$ cat src/rtl/sat_pkg.sv
package sat_pkg;

    localparam int DATA_W  = 32;
    localparam int WIDTH_W = $clog2(DATA_W);
    localparam int WIDE_W  = DATA_W + 1;

    typedef enum logic [1:0] {
        OP_SADD    = 2'b00,
        OP_SSUB    = 2'b01,
        OP_CLAMP_S = 2'b10,
        OP_CLAMP_U = 2'b11
    } sat_op_e;

    typedef struct packed {
        logic [DATA_W-1:0] value;
        logic              hit;
    } sat_res_t;

    localparam logic [DATA_W-1:0] POS_LIMIT = {1'b0, {(DATA_W-1){1'b1}}};
    localparam logic [DATA_W-1:0] NEG_LIMIT = {1'b1, {(DATA_W-1){1'b0}}};

    function automatic logic signed [WIDE_W-1:0] widen(input logic [DATA_W-1:0] v);
        return $signed({v[DATA_W-1], v});
    endfunction

endpackage

$ cat src/rtl/sat_addsub.sv
module sat_addsub
    import sat_pkg::*;
(
    input  logic [DATA_W-1:0] a,
    input  logic [DATA_W-1:0] b,
    input  logic              do_sub,
    output sat_res_t          res
);
    logic signed [WIDE_W-1:0] wide_a;
    logic signed [WIDE_W-1:0] wide_b;
    logic signed [WIDE_W-1:0] wide_sum;
    logic                     too_big;
    logic                     too_small;

    always_comb begin
        wide_a   = widen(a);
        wide_b   = widen(b);
        wide_sum = do_sub ? (wide_a - wide_b) : (wide_a + wide_b);
        // the top two bits disagree only when the sum left the DATA_W range
        too_big   = !wide_sum[WIDE_W-1] &&  wide_sum[WIDE_W-2];
        too_small =  wide_sum[WIDE_W-1] && !wide_sum[WIDE_W-2];
        res.hit   = too_big || too_small;
        if (too_big)
            res.value = POS_LIMIT;
        else if (too_small)
            res.value = NEG_LIMIT;
        else
            res.value = wide_sum[DATA_W-1:0];
    end
endmodule

$ cat src/rtl/sat_clamp.sv
module sat_clamp
    import sat_pkg::*;
(
    input  logic [DATA_W-1:0]  val,
    input  logic [WIDTH_W-1:0] width_code,
    input  logic               as_unsigned,
    output sat_res_t           res
);
    localparam int NB_W = WIDTH_W + 1;

    logic [NB_W-1:0]          nbits;
    logic signed [WIDE_W-1:0] hi_lim;
    logic signed [WIDE_W-1:0] lo_lim;
    logic signed [WIDE_W-1:0] wide_v;
    logic signed [WIDE_W-1:0] one_w;

    always_comb begin
        one_w  = {{(WIDE_W-1){1'b0}}, 1'b1};
        wide_v = widen(val);
        if (as_unsigned) begin
            nbits  = {1'b0, width_code};
            hi_lim = (one_w <<< nbits) - one_w;
            lo_lim = '0;
        end else begin
            nbits  = {1'b0, width_code} + 1'b1;
            hi_lim = (one_w <<< (nbits - 1'b1)) - one_w;
            lo_lim = -(one_w <<< (nbits - 1'b1));
        end
        if (wide_v > hi_lim) begin
            res.value = hi_lim[DATA_W-1:0];
            res.hit   = 1'b1;
        end else if (wide_v < lo_lim) begin
            res.value = lo_lim[DATA_W-1:0];
            res.hit   = 1'b1;
        end else begin
            res.value = val;
            res.hit   = 1'b0;
        end
    end
endmodule

$ cat src/rtl/sat_unit.sv
module sat_unit
    import sat_pkg::*;
(
    input  logic               clk,
    input  logic               rst,
    input  logic               in_valid,
    input  logic [1:0]         op,
    input  logic [DATA_W-1:0]  opnd_a,
    input  logic [DATA_W-1:0]  opnd_b,
    input  logic [WIDTH_W-1:0] sat_width,
    input  logic               sticky_clr,
    output logic               out_valid,
    output logic [DATA_W-1:0]  result,
    output logic               sat_hit,
    output logic               sticky_sat
);
    sat_op_e  op_e;
    sat_res_t arith_res;
    sat_res_t clamp_res;
    sat_res_t pick;

    assign op_e = sat_op_e'(op);

    sat_addsub u_addsub (
        .a      (opnd_a),
        .b      (opnd_b),
        .do_sub (op_e == OP_SSUB),
        .res    (arith_res)
    );

    sat_clamp u_clamp (
        .val         (opnd_a),
        .width_code  (sat_width),
        .as_unsigned (op_e == OP_CLAMP_U),
        .res         (clamp_res)
    );

    always_comb begin
        unique case (op_e)
            OP_SADD, OP_SSUB: pick = arith_res;
            default:          pick = clamp_res;
        endcase
    end

    always_ff @(posedge clk) begin
        if (rst) begin
            out_valid  <= 1'b0;
            result     <= '0;
            sat_hit    <= 1'b0;
            sticky_sat <= 1'b0;
        end else begin
            out_valid <= in_valid;
            sat_hit   <= in_valid && pick.hit;
            if (in_valid)
                result <= pick.value;
            if (in_valid && pick.hit)
                sticky_sat <= 1'b1;
            else if (sticky_clr)
                sticky_sat <= 1'b0;
        end
    end


    add_pos_nowrap_chk: assert property (@(posedge clk) disable iff (rst)
        (in_valid && op_e == OP_SADD && !opnd_a[DATA_W-1] && !opnd_b[DATA_W-1])
        |=> !result[DATA_W-1]);


    add_neg_nowrap_chk: assert property (@(posedge clk) disable iff (rst)
        (in_valid && op_e == OP_SADD && opnd_a[DATA_W-1] && opnd_b[DATA_W-1])
        |=> result[DATA_W-1]);


    uclamp_nonneg_chk: assert property (@(posedge clk) disable iff (rst)
        (in_valid && op_e == OP_CLAMP_U) |=> !result[DATA_W-1]);


    latency_chk: assert property (@(posedge clk) disable iff (rst)
        in_valid |=> out_valid);


    idle_hold_chk: assert property (@(posedge clk) disable iff (rst)
        (!in_valid && !$past(rst)) |=> (!out_valid && !sat_hit && $stable(result)));


    sticky_follows_hit_chk: assert property (@(posedge clk) disable iff (rst)
        sat_hit |-> sticky_sat);


    sticky_hold_chk: assert property (@(posedge clk) disable iff (rst)
        (sticky_sat && !sticky_clr) |=> sticky_sat);

endmodule

$ cat config.mk
export PLATFORM = sky130hd
export DESIGN_NAME = sat_unit
export DESIGN_NICKNAME = d
export VERILOG_FILES = /design/src/rtl/sat_pkg.sv /design/src/rtl/sat_addsub.sv /design/src/rtl/sat_clamp.sv /design/src/rtl/sat_unit.sv
export SDC_FILE = /design/constraint.sdc
export NUM_CORES = 1
export LEC_CHECK = 0
export BUFFER_PORTS_ARGS = -buffer_cell sky130_fd_sc_hd__clkbuf_2
export CORE_ASPECT_RATIO = 0.7
export CORE_MARGIN = 3
export CORE_UTILIZATION = 45
export CTS_BUF_LIST = sky130_fd_sc_hd__clkbuf_4 sky130_fd_sc_hd__clkbuf_8 sky130_fd_sc_hd__clkbuf_16
export DETAILED_ROUTE_END_ITERATION = 7
export PLACE_DENSITY_LB_ADDON = 0.2
export RECOVER_POWER = 50
export SETUP_SLACK_MARGIN = 0.4
export SKIP_LAST_GASP = 1
export SLEW_MARGIN = 20
export SYNTH_ARGS = -nofsm -noshare
export SYNTH_HDL_FRONTEND = slang
export SYNTH_SLANG_ARGS = --single-unit
$ cat constraint.sdc
create_clock -name clk -period 6.3 [get_ports clk]
set_clock_uncertainty 0.1 [all_clocks]
set_input_delay 1.26 -clock clk [delete_from_list [all_inputs] [get_ports clk]]
set_output_delay 1.26 -clock clk [all_outputs]
set_load 0.05 [all_outputs]
==> results by group, run 1 <==
Floorplan
  • Core ar.: 0.0150 sq mm
  • Rows: 37
  • Die area: roughly 0.017 sq mm
  • Io pins: 110
  • Chip Height: 111 microns
  • Die extent in x: about 160 microns
  • Starting Density: about 47%

Clock tree
  • H-tree depth: 2
  • CTS sink cnt: 35
  • CTS tree: done
  • Clock transition at path regs: around 0.070 ns
  • Number of buffers created by CTS: 5
  • CTS max path bufs: 2
  • Clock Latency Late Sink: 0.29 ns
  • Clk root buf: clkbuf_16

Place
  • Port Buffer Count: 109
  • Post-place setup slack: -0.103 ns
  • Dpl cells: 1,316
  • Post-DP HPWL: 21.8 mm
  • Final RePlAce weighted congestion: 0.976

Synthesis
  • Synthesized flop and latch total: 35
  • Syn_area_per_cell: 7.01 sq um
  • Cells after Synth: 1,006
  • Sequential element share of the synthesized area: 9.94%
  • Synth Warn #: 0
  • Syn Nets: 1,183
  • EDFF count, synth: 0
  • Synth top area cells: ha_1 18%, dfxtp_1 9.9%, a21oi_1 7.0%
  • Cell Area, Synth: 0.00705 sq mm
  • Yosys top cell by area: ha_1
  • Yosys cell types: 77
  • Top FF cell, synth: dfxtp_1
  • Asr flop ratio synth: 0%
  • Top-area cell type share of the netlist area: ~18%

Detailed routing
  • TritonRoute pass-1 iters: 6
  • DRC: 0
  • Avg WL per Cell: roughly 20 microns
  • Initial DRC count: about 930
  • Routed Antenna Nets: 0
  • Routed WL: ~27 mm
  • Routed vias: 8,410
  • Vias per std cell: 6.31

STA
  • Slew Limit Fails: 0
  • Hold_ws: 0.353 ns
  • # setup viols final: 0
  • Min cycle time layout: 5.88 ns
  • RSZ-0062 raised after global routing: true
  • Tcrit/Tclk final: 93.4%
  • Relative slew margins: 45.6%
  • Tightest Pin Transition: 0.815 ns
  • Min setup slack post-route: 0.418 ns
  • F_max: around 0.17 GHz
  • Final Hold Fails: 0

Worst hold path
  • WHS Path Cells: 2
  • Worst hold path class: flop to flop
  • Hold path start: result[6]

Finish
  • Commonest non-fill, non-tap cell in the layout: nand2_1
  • Layout cell share with drive strength beyond 1: between 10% and 20%
  • NumNets Final: ~1,300
  • ANT cells: 0
  • Area grow syn2layout: 22.7%
  • Most frequent cells in the layout: 103 x nand2_1, 99 x ha_1, 94 x a21oi_1
  • Fin cells: roughly 1,300
  • Fillers: 1,506

Global routing
  • Largest net degree at the start of global routing: 32
  • First-pass GRT wire length: 42.2 mm
  • Antenna violations before repair: 0
  • GRT Total Usage: a little under a third
  • GR Overflow Total: 0
  • Vias in the first global route: about 7,600

Pwr
  • Switching Fraction: 48.8%
  • Final Power: between 0.0015 and 0.002 W
  • Leakage: 3.72 nW
  • Sw Pwr: 0.000797 W
  • Peak supply drop: about 0.091 mV
  • Pwr dens: ~190 mW/mm^2
  • Clock power share: 18.3%
  • Comb pwr share: 65.0%
  • Seq pwr share: 16.7%
  • P_int: 0.000836 W

Worst setup path
  • Setup CP Type: input port to flop
  • CP Capture Type: flop
  • CP Data Required Time: 6.40 ns
  • CP max FO: 5
  • Worst Setup SP: opnd_b[3]
  • Reg2reg setup slack: 5.29 ns
  • R2R Path Start: result[15]
  • WP data arrival: 5.98 ns
  • Worst reg2reg path depth: 3
  • Setup crit start kind: input port

Outcome
  • Status: finished clean

Run
  • Max-cap viol count: 0
repair_timing:
action,CTS,global route
setup endpoints to repair,25,33
pin swaps,15,20
hold endpoints to repair,0,0
resized for setup,12,27
setup buffers,3,4
hold buffers,0,0
cloned,0,1
routing by layer:
layer | global-route usage [%] | wire length, microns
met5 | 0 | 0
met1 | 48.8 | 12900
met2 | 41.5 | 10600
met4 | 4.72 | 447
met3 | 5.38 | 3240
state kept, by name (all words and copies together), names as in the netlist:
signal / cells
out_valid: 1
sat_hit: 1
result: 32
sticky_sat: 1
metrics by stage:
stage,instance area [sq um],util [%],setup TNS (ns)
2_1_floorplan,7190,-,0
3_3_place_gp,8240,54.9,0
3_5_place_dp,8240,54.9,-0.182
4_1_cts,8490,56.6,0
5_1_grt,8660,57.7,0
6_report,8660,57.7,0
critical path, cell delays in order:
cell and delay (ns):
buf_6 0.09, or3_4 0.37, or4_4 0.43, or2_4 0.26
o21ai_4 0.19, o21ai_4 0.11, nor3_4 0.21, a21oi_2 0.10
xnor2_1 0.19, ha_1 0.28, a21o_1 0.18, a21o_1 0.18
a21oi_2 0.16, nand2_2 0.08, o31ai_4 0.24, nor2_2 0.06
o21a_1 0.20, nor2_4 0.14, xor2_2 0.09, ha_4 0.23
or3b_4 0.37, a221o_1 0.29, a311oi_1 0.25
layout make-up:
| class | count | area (sq um) | share of cell area, % |
|---|---|---|---|
| flip-flops and latches | 35 | 701 | 8.09 |
| multi-input cells | 880 | 6310 | 72.9 |
| inverters | 32 | 120 | 1.39 |
| clock inverters | 3 | 43.8 | 0.506 |
| clock buffers | 5 | 125 | 1.45 |
| well taps | 195 | 244 | 2.82 |
| repair buffers | 182 | 1110 | 12.8 |
cells in the mapped netlist, types with 10 or more instances:
master    number
nand2_1      105
a21o_1        28
o21ai_0       93
nand3_1       26
nor3_1        13
a32o_1        10
xor2_1        31
o31ai_1       12
and2_1        10
inv_1         30
or2_2         13
o211ai_1      16
nor2_1        91
clkbuf_1      44
a211oi_1      17
nand2b_1      11
a21oi_1       99
xnor2_1       27
dfxtp_1       35
ha_1         101
or3_1         11
kinds of logic after synthesis:
family	after synthesis	share of synthesized area, %
flops	35	9.94
compound gates	374	35.0
mux	8	1.14
other cells	1	0.0532
fa+ha+maj	102	18.2
simple gates	337	23.3
buf+inv	91	5.18
xor+xnor	58	7.20
path summary, 6_finish.rpt:
| kind | endpoint |
|---|---|
| max | result[29] |
| min | result[6] |
| max reg2reg | result[15] |
| min reg2reg | result[6] |
power groups by stage:
stage | logic (W) | clock network, W | registers (W)
floorplan | 0.000583 | 0 | 0.000374
global placement | 0.000976 | 0 | 0.000277
detailed placement | 0.000984 | 0 | 0.000277
CTS | 0.00100 | 0.000295 | 0.000273
global route | 0.00115 | 0.000306 | 0.000276
finish | 0.00106 | 0.000298 | 0.000273
Note: power is estimated with default switching activity, not from simulation.
==> run 2, diff against run 1 <==
--- a/config.mk
+++ b/config.mk
@@ -11,7 +11,7 @@
 export CORE_UTILIZATION = 45
 export CTS_BUF_LIST = sky130_fd_sc_hd__clkbuf_4 sky130_fd_sc_hd__clkbuf_8 sky130_fd_sc_hd__clkbuf_16
 export DETAILED_ROUTE_END_ITERATION = 7
-export PLACE_DENSITY_LB_ADDON = 0.2
+export PLACE_DENSITY = 0.7
 export RECOVER_POWER = 50
 export SETUP_SLACK_MARGIN = 0.4
 export SKIP_LAST_GASP = 1
==> results by group, run 2 (synthesis results as in run 1) <==
Outcome
  • Status: finished clean (unchanged)

Global routing
  • Largest net degree at the start of global routing: 32 (unchanged)
  • Antenna violations before repair: 0 (unchanged)
  • First-pass GRT wire length: 41.7 mm (was 42.2 mm)
  • GRT Total Usage: 29.9% (was 30.2%)
  • GR Overflow Total: 0 (unchanged)
  • Vias in the first global route: 7,592 (was 7,569)

Worst setup path
  • CP Capture Type: flop (unchanged)
  • Setup crit start kind: input port (unchanged)
  • CP max FO: 6 (was 5)
  • CP cell instances: buf_6 > or3_4 > or4_4 > or2_4 > o21ai_4 > buf_6 > xnor2_1 > ha_1 > a2111oi_4 > inv_1 > a211oi_4 > nor4b_4 > o31ai_4 > nor2_2 > o21a_1 > nor2_2 > xor2_1 > ha_2 > or3b_4 > a221o_1 > a311oi_1 (was buf_6 > or3_4 > or4_4 > or2_4 > o21ai_4 > o21ai_4 > nor3_4 > a21oi_2 > xnor2_1 > ha_1 > a21o_1 > a21o_1 > a21oi_2 > nand2_2 > o31ai_4 > nor2_2 > o21a_1 > nor2_4 > xor2_2 > ha_4 > or3b_4 > a221o_1 > a311oi_1)
  • CP max stage cell: or4_4 (unchanged)
  • CP Data Required Time: 6.39 ns (was 6.40 ns)
  • WP data arrival: 6.01 ns (was 5.98 ns)
  • Setup CP Type: input port to flop (unchanged)
  • Max incr delay on CP: 0.43 ns (about the same)

Clock tree
  • Clk root buf: clkbuf_16 (unchanged)
  • H-tree depth: 2 (unchanged)
  • Clock transition at path regs: 0.06 ns (was 0.07 ns)
  • Cts hold-fix bufs: 0 (unchanged)
  • Clock Latency Late Sink: 0.29 ns (about the same)
  • CTS max path bufs: 2 (unchanged)
  • Number of buffers created by CTS: 5 (unchanged)
  • CTS sink cnt: 35 (unchanged)
  • CTS tree: done (unchanged)

Place
  • Post-DP HPWL: 21.8 mm (about the same)
  • Placed cell area: 0.00826 sq mm (was 0.00824 sq mm)
  • Port Buffer Count: 109 (unchanged)
  • Final RePlAce weighted congestion: 0.997 (was 0.976)

Detailed routing
  • Vias per std cell: 6.38 (was 6.31)
  • Routed Antenna Nets: 0 (unchanged)
  • Routed vias: 8,541 (was 8,410)
  • DRC: 0 (unchanged)
  • TritonRoute pass-1 iters: 8 (was 6)
  • Routed WL: 26.9 mm (was 27.2 mm)
  • Avg WL per Cell: 20.1 microns (was 20.4 microns)
  • Initial DRC count: 1,049 (was 929)

Finish
  • NumNets Final: 1,320 (was 1,313)
  • Fin util: 57.9% (was 57.7%)
  • Commonest non-fill, non-tap cell in the layout: nand2_1 (unchanged)
  • Layout cell share with drive strength beyond 1: 20.2% (was 19.8%)
  • ANT cells: 0 (unchanged)
  • Most frequent cells in the layout: 104 x nand2_1, 97 x ha_1, 93 x a21oi_1 (was 103 x nand2_1, 99 x ha_1, 94 x a21oi_1)
  • Area grow syn2layout: 23.2% (was 22.7%)
  • Post-route cell area: 0.00869 sq mm (was 0.00866 sq mm)
  • Max FFs per register: 32 (unchanged)
  • Fillers: 1,469 (was 1,506)
  • Biggest register: result (unchanged)

Floorplan
  • Core ar.: 0.0150 sq mm (unchanged)
  • Starting Density: 47.0% (unchanged)
  • Io pins: 110 (unchanged)
  • Die extent in x: 156 microns (unchanged)
  • Die area: 0.0172 sq mm (unchanged)
  • Rows: 37 (unchanged)
  • Chip Height: 111 microns (unchanged)

Worst hold path
  • Worst hold path class: flop to flop (unchanged)

Pwr
  • Leakage: 3.75 nW (was 3.72 nW)
  • Pwr dens: 189 mW/mm^2 (about the same)
  • Final Power: 0.00164 W (was 0.00163 W)
  • Peak supply drop: 0.109 mV (was 0.0908 mV)

STA
  • RSZ-0062 raised after global routing: true (unchanged)
  • F_max: 0.169 GHz (was 0.170 GHz)
  • Tcrit/Tclk final: 93.9% (was 93.4%)
  • # setup viols final: 0 (unchanged)
  • Min cycle time layout: 5.91 ns (was 5.88 ns)
  • Relative slew margins: 37.6% (was 45.6%)
  • TNS Setup: 0 ns (unchanged)
  • Slew Limit Fails: 0 (unchanged)
  • Tightest Pin Transition: 0.935 ns (was 0.815 ns)
  • Final Hold Fails: 0 (unchanged)

Run
  • Max-cap viol count: 0 (unchanged)
## run 2: through the flow
| stage | instances | hold slack [ns] | setup WS, ns |
|---|---|---|---|
| 2_1_floorplan | 1006 | 0.573 | 0.0833 |
| 3_3_place_gp | 1320 | 0.337 | 0.0708 |
| 3_5_place_dp | 1320 | 0.341 | -0.108 |
| 4_1_cts | 1334 | 0.353 | 0.421 |
| 5_1_grt | 1338 | 0.370 | 0.158 |
| 6_report | 1338 | 0.353 | 0.386 |
## run 2: final timing paths
kind / from / to / slack (ns) / cells after the start
worst max-delay path: opnd_b[3] / result[29] / 0.39 / 21
worst min-delay path: sticky_sat / sticky_sat / 0.35 / 1
worst max register to register: result[13] / result[13] / 5.37 / 3
worst min register to register: sticky_sat / sticky_sat / 0.35 / 1
## run 2: worst max-delay path: cells and delay by family
kind	cells	cell delay [ns]
fa+ha+maj	2	0.56
buf+inv	3	0.36
xor+xnor	2	0.19
simple gates	7	1.74
compound gates	7	1.89
## run 2: final cells by class
type / instances / area, sq um / share of cell area (%)
timing repair buffer: 189 / 1170 / 13.5
clock buffer: 6 / 133 / 1.53
tap: 195 / 244 / 2.81
clock inverter: 1 / 30.0 / 0.346
inverter: 32 / 120 / 1.38
sequential: 35 / 701 / 8.06
multi-input combinational: 880 / 6290 / 72.4
## run 2: report_power, final
group / leakage (nW) / switching [W] / internal [W]
combinational: 3.38 / 0.000669 / 0.000404
sequential: 0.290 / 0.0000202 / 0.000252
clock: 0.0803 / 0.000104 / 0.000189
## run 2: per-layer routing
metal / vias to the layer above / global-route usage, % / wire [microns]
met5: - / 0 / 0
met1: 3977 / 47.7 / 12600
met3: 30 / 5.62 / 3420
met4: 0 / 5.60 / 372
met2: 493 / 41.2 / 10500
li1: 4041 / - / -
## run 2: what timing repair did
action,CTS,global route
setup endpoints to repair,28,31
pin swaps,25,6
gates resized for setup,17,37
buffers inserted,7,4
==> run 3, diff against run 2 <==
--- a/config.mk
+++ b/config.mk
@@ -9,13 +9,11 @@
 export CORE_ASPECT_RATIO = 0.7
 export CORE_MARGIN = 3
 export CORE_UTILIZATION = 45
-export CTS_BUF_LIST = sky130_fd_sc_hd__clkbuf_4 sky130_fd_sc_hd__clkbuf_8 sky130_fd_sc_hd__clkbuf_16
 export DETAILED_ROUTE_END_ITERATION = 7
 export PLACE_DENSITY = 0.7
 export RECOVER_POWER = 50
 export SETUP_SLACK_MARGIN = 0.4
 export SKIP_LAST_GASP = 1
-export SLEW_MARGIN = 20
 export SYNTH_ARGS = -nofsm -noshare
 export SYNTH_HDL_FRONTEND = slang
 export SYNTH_SLANG_ARGS = --single-unit
==> results by group, run 3 (synthesis results as in run 1) <==
Global routing
  • First-pass GRT wire length: 41.7 mm (unchanged)
  • Antenna violations before repair: 0 (unchanged)
  • GRT Total Usage: 29.9% (unchanged)
  • Vias in the first global route: 7,592 (unchanged)
  • GR Overflow Total: 0 (unchanged)
  • Largest net degree at the start of global routing: 32 (unchanged)

STA
  • Min cycle time layout: 5.93 ns (was 5.91 ns)
  • RSZ-0062 raised after global routing: true (unchanged)
  • Slew Limit Fails: 0 (unchanged)
  • Final Hold Fails: 0 (unchanged)
  • Tightest Pin Transition: 1.20 ns (was 0.935 ns)
  • Hold_ws: 0.348 ns (was 0.353 ns)
  • F_max: 0.169 GHz (about the same)
  • Relative slew margins: 20.0% (was 37.6%)
  • Tcrit/Tclk final: 94.1% (was 93.9%)
  • # setup viols final: 0 (unchanged)

Finish
  • Commonest non-fill, non-tap cell in the layout: nand2_1 (unchanged)
  • Layout cell share with drive strength beyond 1: 20.1% (was 20.2%)
  • Fillers: 1,468 (was 1,469)
  • Most frequent cells in the layout: 104 x nand2_1, 97 x ha_1, 93 x a21oi_1 (unchanged)
  • Biggest register: result (unchanged)
  • Area occupied by multi-input gates: 0.00628 sq mm (was 0.00629 sq mm)
  • Area grow syn2layout: 23.1% (was 23.2%)
  • ANT cells: 0 (unchanged)
  • Sequential cell area: 701 sq um (unchanged)
  • NumNets Final: 1,320 (unchanged)
  • Max FFs per register: 32 (unchanged)

Worst setup path
  • Setup CP Type: input port to flop (unchanged)
  • CP Capture Type: flop (unchanged)
  • CP Data Required Time: 6.40 ns (was 6.39 ns)
  • WP data arrival: 6.02 ns (was 6.01 ns)
  • CP max stage cell: or4_4 (unchanged)
  • Max incr delay on CP: 0.43 ns (about the same)
  • Setup crit start kind: input port (unchanged)
  • Worst reg2reg path depth: 3 (unchanged)
  • CP cell instances: buf_6 > or3_4 > or4_4 > or2_4 > o21ai_4 > buf_6 > nand2_1 > xnor2_1 > ha_1 > a2111oi_4 > inv_1 > a211oi_4 > nor4b_4 > o31ai_4 > nor2_2 > o21a_1 > nor2_2 > xor2_1 > ha_2 > or3b_4 > a221o_1 > a311oi_1 (was buf_6 > or3_4 > or4_4 > or2_4 > o21ai_4 > buf_6 > xnor2_1 > ha_1 > a2111oi_4 > inv_1 > a211oi_4 > nor4b_4 > o31ai_4 > nor2_2 > o21a_1 > nor2_2 > xor2_1 > ha_2 > or3b_4 > a221o_1 > a311oi_1)
  • CP max FO: 6 (unchanged)

Detailed routing
  • Initial DRC count: 1,028 (was 1,049)
  • Routed Antenna Nets: 0 (unchanged)
  • DRC: 0 (unchanged)
  • Avg WL per Cell: 20.1 microns (about the same)
  • Routed vias: 8,522 (was 8,541)
  • Routed WL: 26.9 mm (about the same)
  • TritonRoute pass-1 iters: 5 (was 8)
  • Vias per std cell: 6.37 (was 6.38)

Floorplan
  • Chip Height: 111 microns (unchanged)
  • Die area: 0.0172 sq mm (unchanged)
  • Io pins: 110 (unchanged)
  • Starting Density: 47.0% (unchanged)
  • Rows: 37 (unchanged)
  • Core ar.: 0.0150 sq mm (unchanged)
  • Die extent in x: 156 microns (unchanged)

Place
  • Post-DP HPWL: 21.8 mm (unchanged)
  • Port Buffer Count: 109 (unchanged)
  • Final RePlAce weighted congestion: 0.997 (unchanged)

Pwr
  • Pwr dens: 188 mW/mm^2 (was 189 mW/mm^2)
  • Final Power: 0.00163 W (was 0.00164 W)
  • Leakage: 3.75 nW (about the same)
  • Peak supply drop: 0.109 mV (about the same)

Clock tree
  • Number of buffers created by CTS: 5 (unchanged)
  • CTS tree: done (unchanged)
  • Cts hold-fix bufs: 0 (unchanged)
  • Clock transition at path regs: 0.06 ns (about the same)
  • Clk root buf: clkbuf_16 (unchanged)
  • Clock Latency Late Sink: 0.28 ns (was 0.29 ns)
  • H-tree depth: 2 (unchanged)
  • CTS max path bufs: 2 (unchanged)
  • CTS sink cnt: 35 (unchanged)

Outcome
  • Status: finished clean (unchanged)

Worst hold path
  • Worst hold path class: flop to flop (unchanged)
  • WHS Path Cells: 1 (unchanged)

Run
  • Max-cap viol count: 0 (unchanged)
## run 3: changes by cell type in the layout (fill, tap and decap cells not counted)
cell and change:
clkbuf_4 -1, o21ai_1 +1, nor2_2 +1, clkbuf_1 +1, nor2_4 -1, o21ai_0 -1
## run 3: per-layer routing
| metal | GRT usage [%] | part of all wire [%] | wire, microns | up-vias |
|---|---|---|---|---|
| li1 | - | - | - | 4047 |
| met1 | 47.7 | 47 | 12600 | 3924 |
| met2 | 41.2 | 39 | 10400 | 505 |
| met3 | 5.62 | 13 | 3400 | 46 |
| met4 | 5.60 | 1.8 | 473 | 0 |
| met5 | 0 | 0 | 0 | - |
## run 3: area by class of cell
type,count,share of cell area [%]
Multi-Input combinational cell,880,72.4
Timing Repair Buffer,189,13.5
Sequential cell,35,8.07
Tap cell,195,2.81
Clock buffer,6,1.48
Inverter,32,1.38
Clock inverter,1,0.346
## run 3: per-stage QoR
step	std cells	setup TNS, ns	worst slack, ns	util, %	area (sq um)
final	1338	0	0.373	57.9	8680
after floorplan	1006	0	0.0833	-	7190
after global routing	1338	0	0.158	57.9	8680
after CTS	1334	0	0.421	57.0	8550
after global placement	1320	0	0.0708	55.0	8260
after detailed placement	1320	-0.300	-0.108	55.0	8260
## run 3: repair_timing
action	CTS	global route
buffers inserted	7	4
endpoints found under the setup margin	28	31
gates cloned	0	0
resized for setup	17	38
pin swaps	25	6
## run 3: critical path, delay by kind of cell
kind / cells / cell delay, ns
AO/OA/AOI/OAI: 7 / 1.89
XOR/XNOR: 2 / 0.20
adder cells (fa/ha/maj): 2 / 0.52
buffers and inverters: 3 / 0.36
AND/OR/NAND/NOR: 8 / 1.79
## run 3: worst paths after layout
path                    from         end  slack (ns)
hold / removal     result[4]   result[4]        0.35
setup reg to reg  result[15]  result[15]        5.35
setup / recovery   opnd_b[3]  result[29]        0.37
hold reg to reg    result[4]   result[4]        0.35
## run 3: where the power goes
| part | leakage, nW | internal, W | switching [W] | total, W |
|---|---|---|---|---|
| Clock | 0.0769 | 0.000185 | 0.000105 | 0.000290 |
| Sequential | 0.290 | 0.000252 | 0.0000198 | 0.000272 |
| Combinational | 3.38 | 0.000404 | 0.000668 | 0.00107 |
